==> src/rtl/pwr_mode_pkg.sv <==
// Shared types for the power-mode sequencer.
// Assumes: two-bit state encoding is sufficient for the four modes.
package pwr_mode_pkg;

    typedef enum logic [1:0] {
        PM_OFF  = 2'd0,
        PM_IDLE = 2'd1,
        PM_WAKE = 2'd2,
        PM_RUN  = 2'd3
    } pm_state_t;

endpackage

==> src/rtl/pwr_mode_decode.sv <==
// Maps the two mode pins to a requested steady state.
// Assumes: pins are synchronous to the clock; power-down has priority.
module pwr_mode_decode
    import pwr_mode_pkg::*;
(
    input  logic      pwr_down,
    input  logic      conv_en,
    output pm_state_t req
);

    // Priority decode: power-down wins, then enable picks run or idle.
    always_comb begin
        if (pwr_down) begin
            req = PM_OFF;
        end else if (conv_en) begin
            req = PM_RUN;
        end else begin
            req = PM_IDLE;
        end
    end

endmodule

==> src/rtl/pwr_wake_timer.sv <==
// Down-counter for the wake-up interval.
// Assumes: load has priority over counting; done means count is zero.
module pwr_wake_timer #(
    parameter int SHORT_CYC = 20,
    parameter int LONG_CYC  = 2000
) (
    input  logic clk,
    input  logic rst_n,
    input  logic load,
    input  logic sel_long,
    input  logic run,
    output logic done
);

    localparam int CW = $clog2(LONG_CYC + 1);
    localparam logic [CW-1:0] SHORT_LD = CW'(SHORT_CYC - 1);
    localparam logic [CW-1:0] LONG_LD  = CW'(LONG_CYC - 1);

    logic [CW-1:0] count;

    // Load the chosen interval, otherwise step toward zero while running.
    always_ff @(posedge clk) begin
        if (!rst_n) begin
            count <= '0;
        end else if (load) begin
            count <= sel_long ? LONG_LD : SHORT_LD;
        end else if (run && (count != '0)) begin
            count <= count - 1'b1;
        end
    end

    // Expiry flag.
    always_comb begin
        done = (count == '0);
    end

    AST_CNT_BOUNDED: assert property (@(posedge clk) disable iff (!rst_n)
        count <= LONG_LD);

    AST_CNT_NO_WRAP: assert property (@(posedge clk) disable iff (!rst_n)
        (!load && done) |=> done);

endmodule

==> src/rtl/pwr_mode_fsm.sv <==
// Four-state power sequencer: off, idle, waking, running.
// Assumes: the request is a steady state (off, idle or run); a wake wait
// is short from idle and long from off, and any request change aborts it.
module pwr_mode_fsm
    import pwr_mode_pkg::*;
(
    input  logic      clk,
    input  logic      rst_n,
    input  pm_state_t req,
    input  logic      tmr_done,
    output logic      tmr_load,
    output logic      tmr_long,
    output logic      tmr_run,
    output pm_state_t state
);

    pm_state_t state_nx;

    // Next-state and timer-load selection.
    always_comb begin
        state_nx = state;
        tmr_load = 1'b0;
        tmr_long = 1'b0;
        unique case (state)
            PM_OFF: begin
                if (req == PM_RUN) begin
                    state_nx = PM_WAKE;
                    tmr_load = 1'b1;
                    tmr_long = 1'b1;
                end else begin
                    state_nx = req;
                end
            end
            PM_IDLE: begin
                if (req == PM_RUN) begin
                    state_nx = PM_WAKE;
                    tmr_load = 1'b1;
                end else begin
                    state_nx = req;
                end
            end
            PM_WAKE: begin
                if (req != PM_RUN) begin
                    state_nx = req;
                end else if (tmr_done) begin
                    state_nx = PM_RUN;
                end
            end
            PM_RUN: begin
                state_nx = req;
            end
            default: state_nx = PM_OFF;
        endcase
    end

    // Timer counts only while waiting.
    always_comb begin
        tmr_run = (state == PM_WAKE);
    end

    // State register.
    always_ff @(posedge clk) begin
        if (!rst_n) begin
            state <= PM_OFF;
        end else begin
            state <= state_nx;
        end
    end

    AST_ABORT_FOLLOWS: assert property (@(posedge clk) disable iff (!rst_n)
        (state == PM_WAKE && req != PM_RUN) |=> state == $past(req));

    AST_RUN_VIA_WAKE: assert property (@(posedge clk) disable iff (!rst_n)
        (state == PM_RUN && $past(state) != PM_RUN) |-> $past(state) == PM_WAKE);

    AST_WAKE_SOURCE: assert property (@(posedge clk) disable iff (!rst_n)
        (state == PM_WAKE && $past(state) != PM_WAKE)
            |-> ($past(state) == PM_OFF || $past(state) == PM_IDLE));

endmodule

==> src/rtl/pwr_out_map.sv <==
// Maps the sequencer state to block enables and the output-state control.
// Assumes: VOLTAGE_OUT selects grounded outputs in low-power states,
// otherwise the outputs float there.
module pwr_out_map
    import pwr_mode_pkg::*;
#(
    parameter bit VOLTAGE_OUT = 1'b0
) (
    input  pm_state_t state,
    output logic      ref_en,
    output logic      amp_en,
    output logic      array_en,
    output logic      out_drive,
    output logic      out_hiz,
    output logic      out_gnd,
    output logic      ready
);

    logic low_pwr;

    // Enables per state.
    always_comb begin
        ref_en    = (state != PM_OFF);
        amp_en    = (state != PM_OFF);
        array_en  = (state == PM_WAKE) || (state == PM_RUN);
        out_drive = array_en;
        ready     = (state == PM_RUN);
        low_pwr   = !array_en;
    end

    generate
        if (VOLTAGE_OUT) begin : g_vout
            assign out_gnd = low_pwr;
            assign out_hiz = 1'b0;
        end else begin : g_iout
            assign out_hiz = low_pwr;
            assign out_gnd = 1'b0;
        end
    endgenerate

endmodule

==> src/rtl/pwr_mode_seq.sv <==
// Top of the converter power-mode sequencer.
// Assumes: clock rate given in whole MHz; mode pins already synchronous.
module pwr_mode_seq
    import pwr_mode_pkg::*;
#(
    parameter int CLK_MHZ      = 40,
    parameter int IDLE_WAKE_NS = 500,
    parameter int OFF_WAKE_NS  = 50000,
    parameter bit VOLTAGE_OUT  = 1'b0
) (
    input  logic clk,
    input  logic rst_n,
    input  logic pwr_down_i,
    input  logic conv_en_i,
    output logic ref_en_o,
    output logic amp_en_o,
    output logic array_en_o,
    output logic out_drive_o,
    output logic out_hiz_o,
    output logic out_gnd_o,
    output logic ready_o
);

    localparam int IDLE_RAW = (CLK_MHZ * IDLE_WAKE_NS + 999) / 1000;
    localparam int OFF_RAW  = (CLK_MHZ * OFF_WAKE_NS + 999) / 1000;
    localparam int IDLE_CYC = (IDLE_RAW < 1) ? 1 : IDLE_RAW;
    localparam int OFF_CYC  = (OFF_RAW < IDLE_CYC) ? IDLE_CYC : OFF_RAW;

    pm_state_t req;
    pm_state_t state;
    logic      tmr_load;
    logic      tmr_long;
    logic      tmr_run;
    logic      tmr_done;

    pwr_mode_decode u_decode (
        .pwr_down (pwr_down_i),
        .conv_en  (conv_en_i),
        .req      (req)
    );

    pwr_wake_timer #(
        .SHORT_CYC (IDLE_CYC),
        .LONG_CYC  (OFF_CYC)
    ) u_timer (
        .clk      (clk),
        .rst_n    (rst_n),
        .load     (tmr_load),
        .sel_long (tmr_long),
        .run      (tmr_run),
        .done     (tmr_done)
    );

    pwr_mode_fsm u_fsm (
        .clk      (clk),
        .rst_n    (rst_n),
        .req      (req),
        .tmr_done (tmr_done),
        .tmr_load (tmr_load),
        .tmr_long (tmr_long),
        .tmr_run  (tmr_run),
        .state    (state)
    );

    pwr_out_map #(
        .VOLTAGE_OUT (VOLTAGE_OUT)
    ) u_map (
        .state     (state),
        .ref_en    (ref_en_o),
        .amp_en    (amp_en_o),
        .array_en  (array_en_o),
        .out_drive (out_drive_o),
        .out_hiz   (out_hiz_o),
        .out_gnd   (out_gnd_o),
        .ready     (ready_o)
    );

    AST_OFF_ALL_LOW: assert property (@(posedge clk) disable iff (!rst_n)
        pwr_down_i |=> (!ref_en_o && !amp_en_o && !array_en_o && !ready_o));

    AST_IDLE_BIAS: assert property (@(posedge clk) disable iff (!rst_n)
        (!pwr_down_i && !conv_en_i) |=> (ref_en_o && amp_en_o && !array_en_o && !ready_o));

    AST_OUT_ONE_HOT: assert property (@(posedge clk) disable iff (!rst_n)
        $countones({out_drive_o, out_hiz_o, out_gnd_o}) == 1);

    AST_READY_NEEDS_RUN: assert property (@(posedge clk) disable iff (!rst_n)
        ready_o |-> $past(!pwr_down_i && conv_en_i));

    AST_READY_BIASED: assert property (@(posedge clk) disable iff (!rst_n)
        ready_o |-> (ref_en_o && amp_en_o && array_en_o));

    AST_RUN_HOLDS: assert property (@(posedge clk) disable iff (!rst_n)
        (ready_o && !pwr_down_i && conv_en_i) |=> ready_o);

endmodule

==> config.mk <==
export PLATFORM = sky130hd
export DESIGN_NAME = pwr_mode_seq
export DESIGN_NICKNAME = d
export VERILOG_FILES = /design/src/rtl/pwr_mode_pkg.sv /design/src/rtl/pwr_mode_decode.sv /design/src/rtl/pwr_wake_timer.sv /design/src/rtl/pwr_mode_fsm.sv /design/src/rtl/pwr_out_map.sv /design/src/rtl/pwr_mode_seq.sv
export SDC_FILE = /design/constraint.sdc
export NUM_CORES = 1
export LEC_CHECK = 0
export CAP_MARGIN = 20
export CORE_UTILIZATION = 56
export DETAILED_ROUTE_END_ITERATION = 8
export DONT_BUFFER_PORTS = 1
export GPL_TIMING_DRIVEN = 0
export PLACE_DENSITY = 0.79
export SLEW_MARGIN = 15
export SYNTH_ARGS = -nofsm -noshare
export SYNTH_HDL_FRONTEND = slang
export SYNTH_SLANG_ARGS = --single-unit
==> constraint.sdc <==
create_clock -name clk -period 2.66 [get_ports clk]
set_input_delay 0.133 -clock clk [delete_from_list [all_inputs] [get_ports clk]]
set_output_delay 0.133 -clock clk [all_outputs]
set_load 0.005 [all_outputs]
==> results.cfg, run 1 <==
[critical_path]
crit_fanout = 6
r2r_slack_ns = 0.85
end_kind = flip-flop
timing.setup.critical_path_class = flip-flop to flip-flop
cp.required_ns = 2.82
rr_endpoint = u_timer.count[9]$_SDFFE_PN0P_
reg2regPathDepth = 4
cp-start-kind = flip-flop
cp.arrival_ns = 1.96
reg2reg_from = u_timer.count[2]$_SDFFE_PN0P_

[cells_and_area]
final_nets = 100
final_util_pct = 69.5
syn2layout_area_growth_pct = 8.39
finalNonFillerCells = 108
regArea_um2 = 260
multi_input_area_um2 = 452
mostFrequentLayoutCell = dfxtp_1
final_cell_mix = dfxtp_1 (13), nor3_1 (7), nor2_1 (6)
n_antenna_cell = 0
fillers = 93
drive_gt1_share_pct = 13.8

[timing]
fin_tns_setup_ns = 0
setup_viol = 0
relSlewSlack_pct = 58.5
clock_skew_ns = 0.000483
fin_crit_sh_pct = 67.9
rsz0062_at_grt = false
min_period_ns = 1.81
slew_violations = 0
worst_pin_slew_ns = 0.620
finalHoldViolCount = 0
hold_ws_ns = 0.00760
max_freq_ghz = 0.554

[die]
die_area_mm2 = 0.00151
io_pins = 11
initial_core_util_pct = 64.1
core-area_mm2 = 0.00119
row_count = 12
die_h_um = 38.9
die_w_um = 38.9

[pwr]
vdd_drop_max_mv = 0.344
powerDensity_mw_per_mm2 = 572
power_leakage_uw = 0.000300

[yosys]
ys_seq_elements = 13
synth-edff-count = 0
yosys_warnings = 0
syn_area_per_cell_um2 = 8.64
yosysUniqueCellTypes = 39
syn-num-nets = 93
synthArstFlopShare_pct = 0
synth-main-ff-cell = dfxtp_1
syn_area_um2 = 761
ys_seq_area_share_pct = 34.2
netlist_instances = 88

[routing]
met3_length_um = 66
routed.top_layer = met4
via_per_inst = 6.65
drt-total-wl_um = 1620
final_antenna_net_count = 0
drt_iter0_markers = 19
m1WireLength_um = 773
vias = 718
first_pass_iters = 4
wl_met2_um = 746
wl_per_cell_um = 15.0
drc = 0

[place]
io_buffers = 0
post-dp-hpwl_um = 1160
dp_cells = 102
routabilityCongestion = 0.841

[grt]
grt_max_degree = 11
antenna_found_initial = 0
grt_pass1_wl_um = 2720
grt_pass1_vias = 611
overflow = 0
grt_use_total_pct = 27.4

[clock_network]
cts_tree = yes
cts_buffers = 3
insertion_delay_ns = 0.28
cts_sinks = 13
clk_pin_slew_ns = 0.08
cts_root_buf = clkbuf_4
cts_buffer_depth = 2
htreeDepth = 1
cts_setup_buffers = 0
ctsResizeCount = 0

[hold_path]
hold_start = rst_n
hold_path.class = input pin to flip-flop
hold_path_depth = 1
hold_end = u_fsm.state[0]$_SDFFE_PN0P_

[flow_run]
drv_cap = 0

[status]
outcome = complete, no violations
-- cell families after synthesis --
group / count (synthesis) / synth area share, %
and+or+nand+nor: 35 / 28.5
AOI/OAI and AO/OA: 27 / 27.6
DFF: 13 / 34.2
buffers and inverters: 10 / 6.41
xor gates and xnor gates: 1 / 1.15
adders and majority gates: 1 / 1.64
other: 1 / 0.493
-- per-layer routing --
layer / GRT usage, % / vias up
li1: - / 352
met1: 34.2 / 341
met2: 42.9 / 20
met3: 5.78 / 5
met4: 15.5 / 0
met5: 0 / -
-- worst max path at each step --
stage | start | endpoint | slack [ns] | cells past startpoint
floorplan | u_timer.count[2]$_SDFFE_PN0P_ | u_timer.count[3]$_SDFFE_PN0P_ | 1.03 | 4
global placement | u_timer.count[2]$_SDFFE_PN0P_ | u_timer.count[7]$_SDFFE_PN0P_ | 0.87 | 4
detailed placement | u_timer.count[2]$_SDFFE_PN0P_ | u_timer.count[9]$_SDFFE_PN0P_ | 0.89 | 4
CTS | u_timer.count[0]$_SDFFE_PN0P_ | u_timer.count[3]$_SDFFE_PN0P_ | 0.87 | 6
global route | u_timer.count[2]$_SDFFE_PN0P_ | u_timer.count[7]$_SDFFE_PN0P_ | 0.70 | 4
finish | u_timer.count[2]$_SDFFE_PN0P_ | u_timer.count[9]$_SDFFE_PN0P_ | 0.85 | 4
-- critical path: stages, from the launching register on --
cell	delay [ns]
dfxtp_1	0.37
nor4_2	0.54
a41oi_1	0.32
o21ai_0	0.33
o21ai_0	0.13
-- Yosys cell counts, types with 2 or more instances --
cell type,number,area (um^2)
dfxtp_1,13,260
nor3_1,7,35.0
nor2_1,6,22.5
inv_1,5,18.8
a211oi_1,4,30.0
a21oi_1,4,20.0
o21ai_0,4,20.0
a41oi_1,3,26.3
buf_4,3,22.5
nand2_1,3,11.3
o311ai_0,3,26.3
a311oi_1,2,17.5
clkbuf_1,2,7.51
o31ai_1,2,15.0
or2_2,2,12.5
or3_1,2,12.5
-- flip-flops by register name (all words and copies together) (netlist names) --
name and count:
u_timer.count 11, u_fsm.state 2
-- what timing repair did --
action / CTS / global route
endpoints found under the setup margin: 0 / 0
hold endpoints to repair: 1 / 1
hold buffers: 1 / 1
-- power breakdown --
part | internal [uW] | leakage, uW | switching, uW
logic | 48.1 | 0.000178 | 68.2
registers | 210 | 0.000107 | 18.8
clock network | 58.3 | 0.0000150 | 68.4
-- metrics by stage --
stage	area, um^2	setup WS, ns	total power (uW)
floorplan	761	1.03	322
global placement	778	0.869	343
detailed placement	778	0.890	344
CTS	815	0.868	469
global route	825	0.703	495
finish	825	0.853	471
-- layout make-up --
cell class                      instances  area share (%)
Buffer                                  5            3.64
Clock buffer                            4            3.19
Inverter                                5            2.28
Multi-Input combinational cell         65            54.8
Sequential cell                        13            31.6
Tap cell                               14            2.12
Timing Repair Buffer                    2            2.43
Power figures use the tool's default switching activity.
==> run 2, diff against run 1 <==
--- a/config.mk
+++ b/config.mk
@@ -6,7 +6,7 @@
 export NUM_CORES = 1
 export LEC_CHECK = 0
 export CAP_MARGIN = 20
-export CORE_UTILIZATION = 56
+export CORE_UTILIZATION = 53
 export DETAILED_ROUTE_END_ITERATION = 8
 export DONT_BUFFER_PORTS = 1
 export GPL_TIMING_DRIVEN = 0
==> constraint.sdc (replaced) <==
create_clock -name clk -period 1.6 [get_ports clk]
set_input_delay 0.08 -clock clk [delete_from_list [all_inputs] [get_ports clk]]
set_output_delay 0.08 -clock clk [all_outputs]
set_load 0.005 [all_outputs]
==> results.cfg, run 2 (synthesized netlist as in run 1, its figures left out) <==
[routing]
drt_iter0_markers = 21
vias = 766
final_antenna_net_count = 0
drt-total-wl_um = 2050
drc = 0
first_pass_iters = 4
wl_per_cell_um = 17.4
via_per_inst = 6.49

[timing]
max_freq_ghz = 0.589
fin_crit_sh_pct = 106
min_period_ns = 1.70
worst_slack_ns = -0.0964
finalHoldViolCount = 0
rsz0062_at_grt = true
clock_skew_ns = 0.00333
setup_viol = 4
slew_violations = 0

[pwr]
power_leakage_uw = 0.000360
p_int_uw = 579
vdd_drop_max_mv = 0.619
p_sw_share_pct = 34.3
powerDensity_mw_per_mm2 = 901
comb_power_share_pct = 32.1
pwr-share-clk_pct = 24.3
seqPwrFrac_pct = 43.6
power.switching_uw = 302

[die]
initial_core_util_pct = 57.7
die_w_um = 39.9
io_pins = 11
row_count = 13
die_h_um = 39.9
die_area_mm2 = 0.00159
core-area_mm2 = 0.00132

[cells_and_area]
n_antenna_cell = 0
finalNonFillerCells = 118
largestRegisters = u_timer.count: 11 flops, u_fsm.state: 2 flops
final_nets = 109
regArea_um2 = 273
multi_input_area_um2 = 518
largest_register_ffs = 11
final_cell_mix = buf_4 (12), dfxtp_1 (7), nor2_1 (5), nor3_1 (5)
drive_gt1_share_pct = 35.9
top_register = u_timer.count
syn2layout_area_growth_pct = 28.6
mostFrequentLayoutCell = buf_4
fillers = 78
final_area_um2 = 978

[clock_network]
insertion_delay_ns = 0.29
clk_pin_slew_ns = 0.08
cts_sinks = 13
cts_root_buf = clkbuf_4
htreeDepth = 1
cts_buffers = 3
cts_buffer_depth = 2
cts_tree = yes

[critical_path]
timing.setup.critical_path_class = flip-flop to flip-flop
slowest_stage = or4_4
cp-start-kind = flip-flop
cp.arrival_ns = 1.86
crit_fanout = 4
cp.required_ns = 1.77
worstPathCellList = or4_4, o41ai_4, buf_4, or4b_1, a31oi_1
slowest_delay_ns = 0.57
end_kind = flip-flop

[place]
dp_cells = 103
io_buffers = 0
post-dp-hpwl_um = 1200
routabilityCongestion = 0.935
postPlaceCellArea_um2 = 779

[grt]
grt_use_total_pct = 29.9
grt_pass1_wl_um = 3110
overflow = 0
grt_max_degree = 11
grt_pass1_vias = 705
antenna_found_initial = 0

[status]
violations = setup timing
outcome = finished with violations

[hold_path]
hold_path.class = input pin to flip-flop

[flow_run]
drv_cap = 0
==> run 2: cell count changes in the layout (fill, tap and decap cells not counted), moves of 2 or more <==
cell	before	now
o311ai_0	3	1
dfxtp_1	13	7
o21ai_0	4	1
nor3_2	0	2
dfxtp_2	0	4
buf_4	3	12
dfxtp_4	0	2
nor3_1	7	5
o21ai_1	1	4
==> run 2: worst max-delay path: cells and delay by family (launching register included) <==
kind | cells | cell delay, ns
flip-flops | 1 | 0.37
AO/OA/AOI/OAI | 2 | 0.34
buffers and inverters | 1 | 0.18
AND/OR/NAND/NOR | 2 | 0.68
==> run 2: power by group through the flow <==
stage	logic [uW]	clock network [uW]	registers, uW
floorplan	156	0	379
finish	283	214	384
global placement	182	0	385
CTS	245	215	381
global route	303	230	388
detailed placement	187	0	387
==> run 2: path summary, 6_finish.rpt <==
| check | start | end | slack (ns) | depth (start not counted) |
|---|---|---|---|---|
| min | conv_en_i | u_fsm.state[0]$_SDFFE_PN0P_ | 0.04 | 2 |
| max | u_timer.count[2]$_SDFFE_PN0P_ | u_timer.count[3]$_SDFFE_PN0P_ | -0.1 | 5 |
| max reg2reg | u_timer.count[2]$_SDFFE_PN0P_ | u_timer.count[3]$_SDFFE_PN0P_ | -0.1 | 5 |
| min reg2reg | u_timer.count[10]$_SDFFE_PN0P_ | u_timer.count[10]$_SDFFE_PN0P_ | 0.53 | 2 |
==> run 2: per-layer routing <==
| metal | GRT usage (%) | up-vias | part of all wire (%) |
|---|---|---|---|
| li1 | - | 370 | - |
| met5 | 0 | - | 0 |
| met1 | 34.6 | 358 | 42 |
| met2 | 53.2 | 31 | 51 |
| met3 | 5.68 | 7 | 4.6 |
| met4 | 10.3 | 0 | 2.4 |
==> run 2: final cells by class <==
class,instances,share of cell area [%]
buffer,4,2.69
clock buffer,4,2.69
inverter,5,1.92
multi-input combinational,65,52.9
sequential,13,27.9
tap,15,1.92
timing repair buffer,12,9.97
==> run 2: what timing repair did <==
item                       CTS  global route
hold endpoints to repair     3             0
setup buffers                8             1
resized for setup           14            11
setup endpoints to repair   10             9
pin swaps                    0             2
hold buffers                 3             0
==> run 2: through the flow <==
| stage | util (%) | total power [uW] | hold slack [ns] | worst slack, ns | TNS [ns] |
|---|---|---|---|---|---|
| 6_report | 74.3 | 881 | 0.0379 | -0.0964 | -0.172 |
| 5_1_grt | 74.3 | 920 | 0.0382 | -0.136 | -0.466 |
| 4_1_cts | 71.0 | 840 | 0.0215 | -0.0403 | -0.118 |
| 3_5_place_dp | 59.2 | 573 | 0.160 | -0.186 | -0.857 |
| 3_3_place_gp | 59.2 | 568 | 0.162 | -0.181 | -0.643 |
| 2_1_floorplan | - | 535 | 0.156 | 0.00927 | 0 |
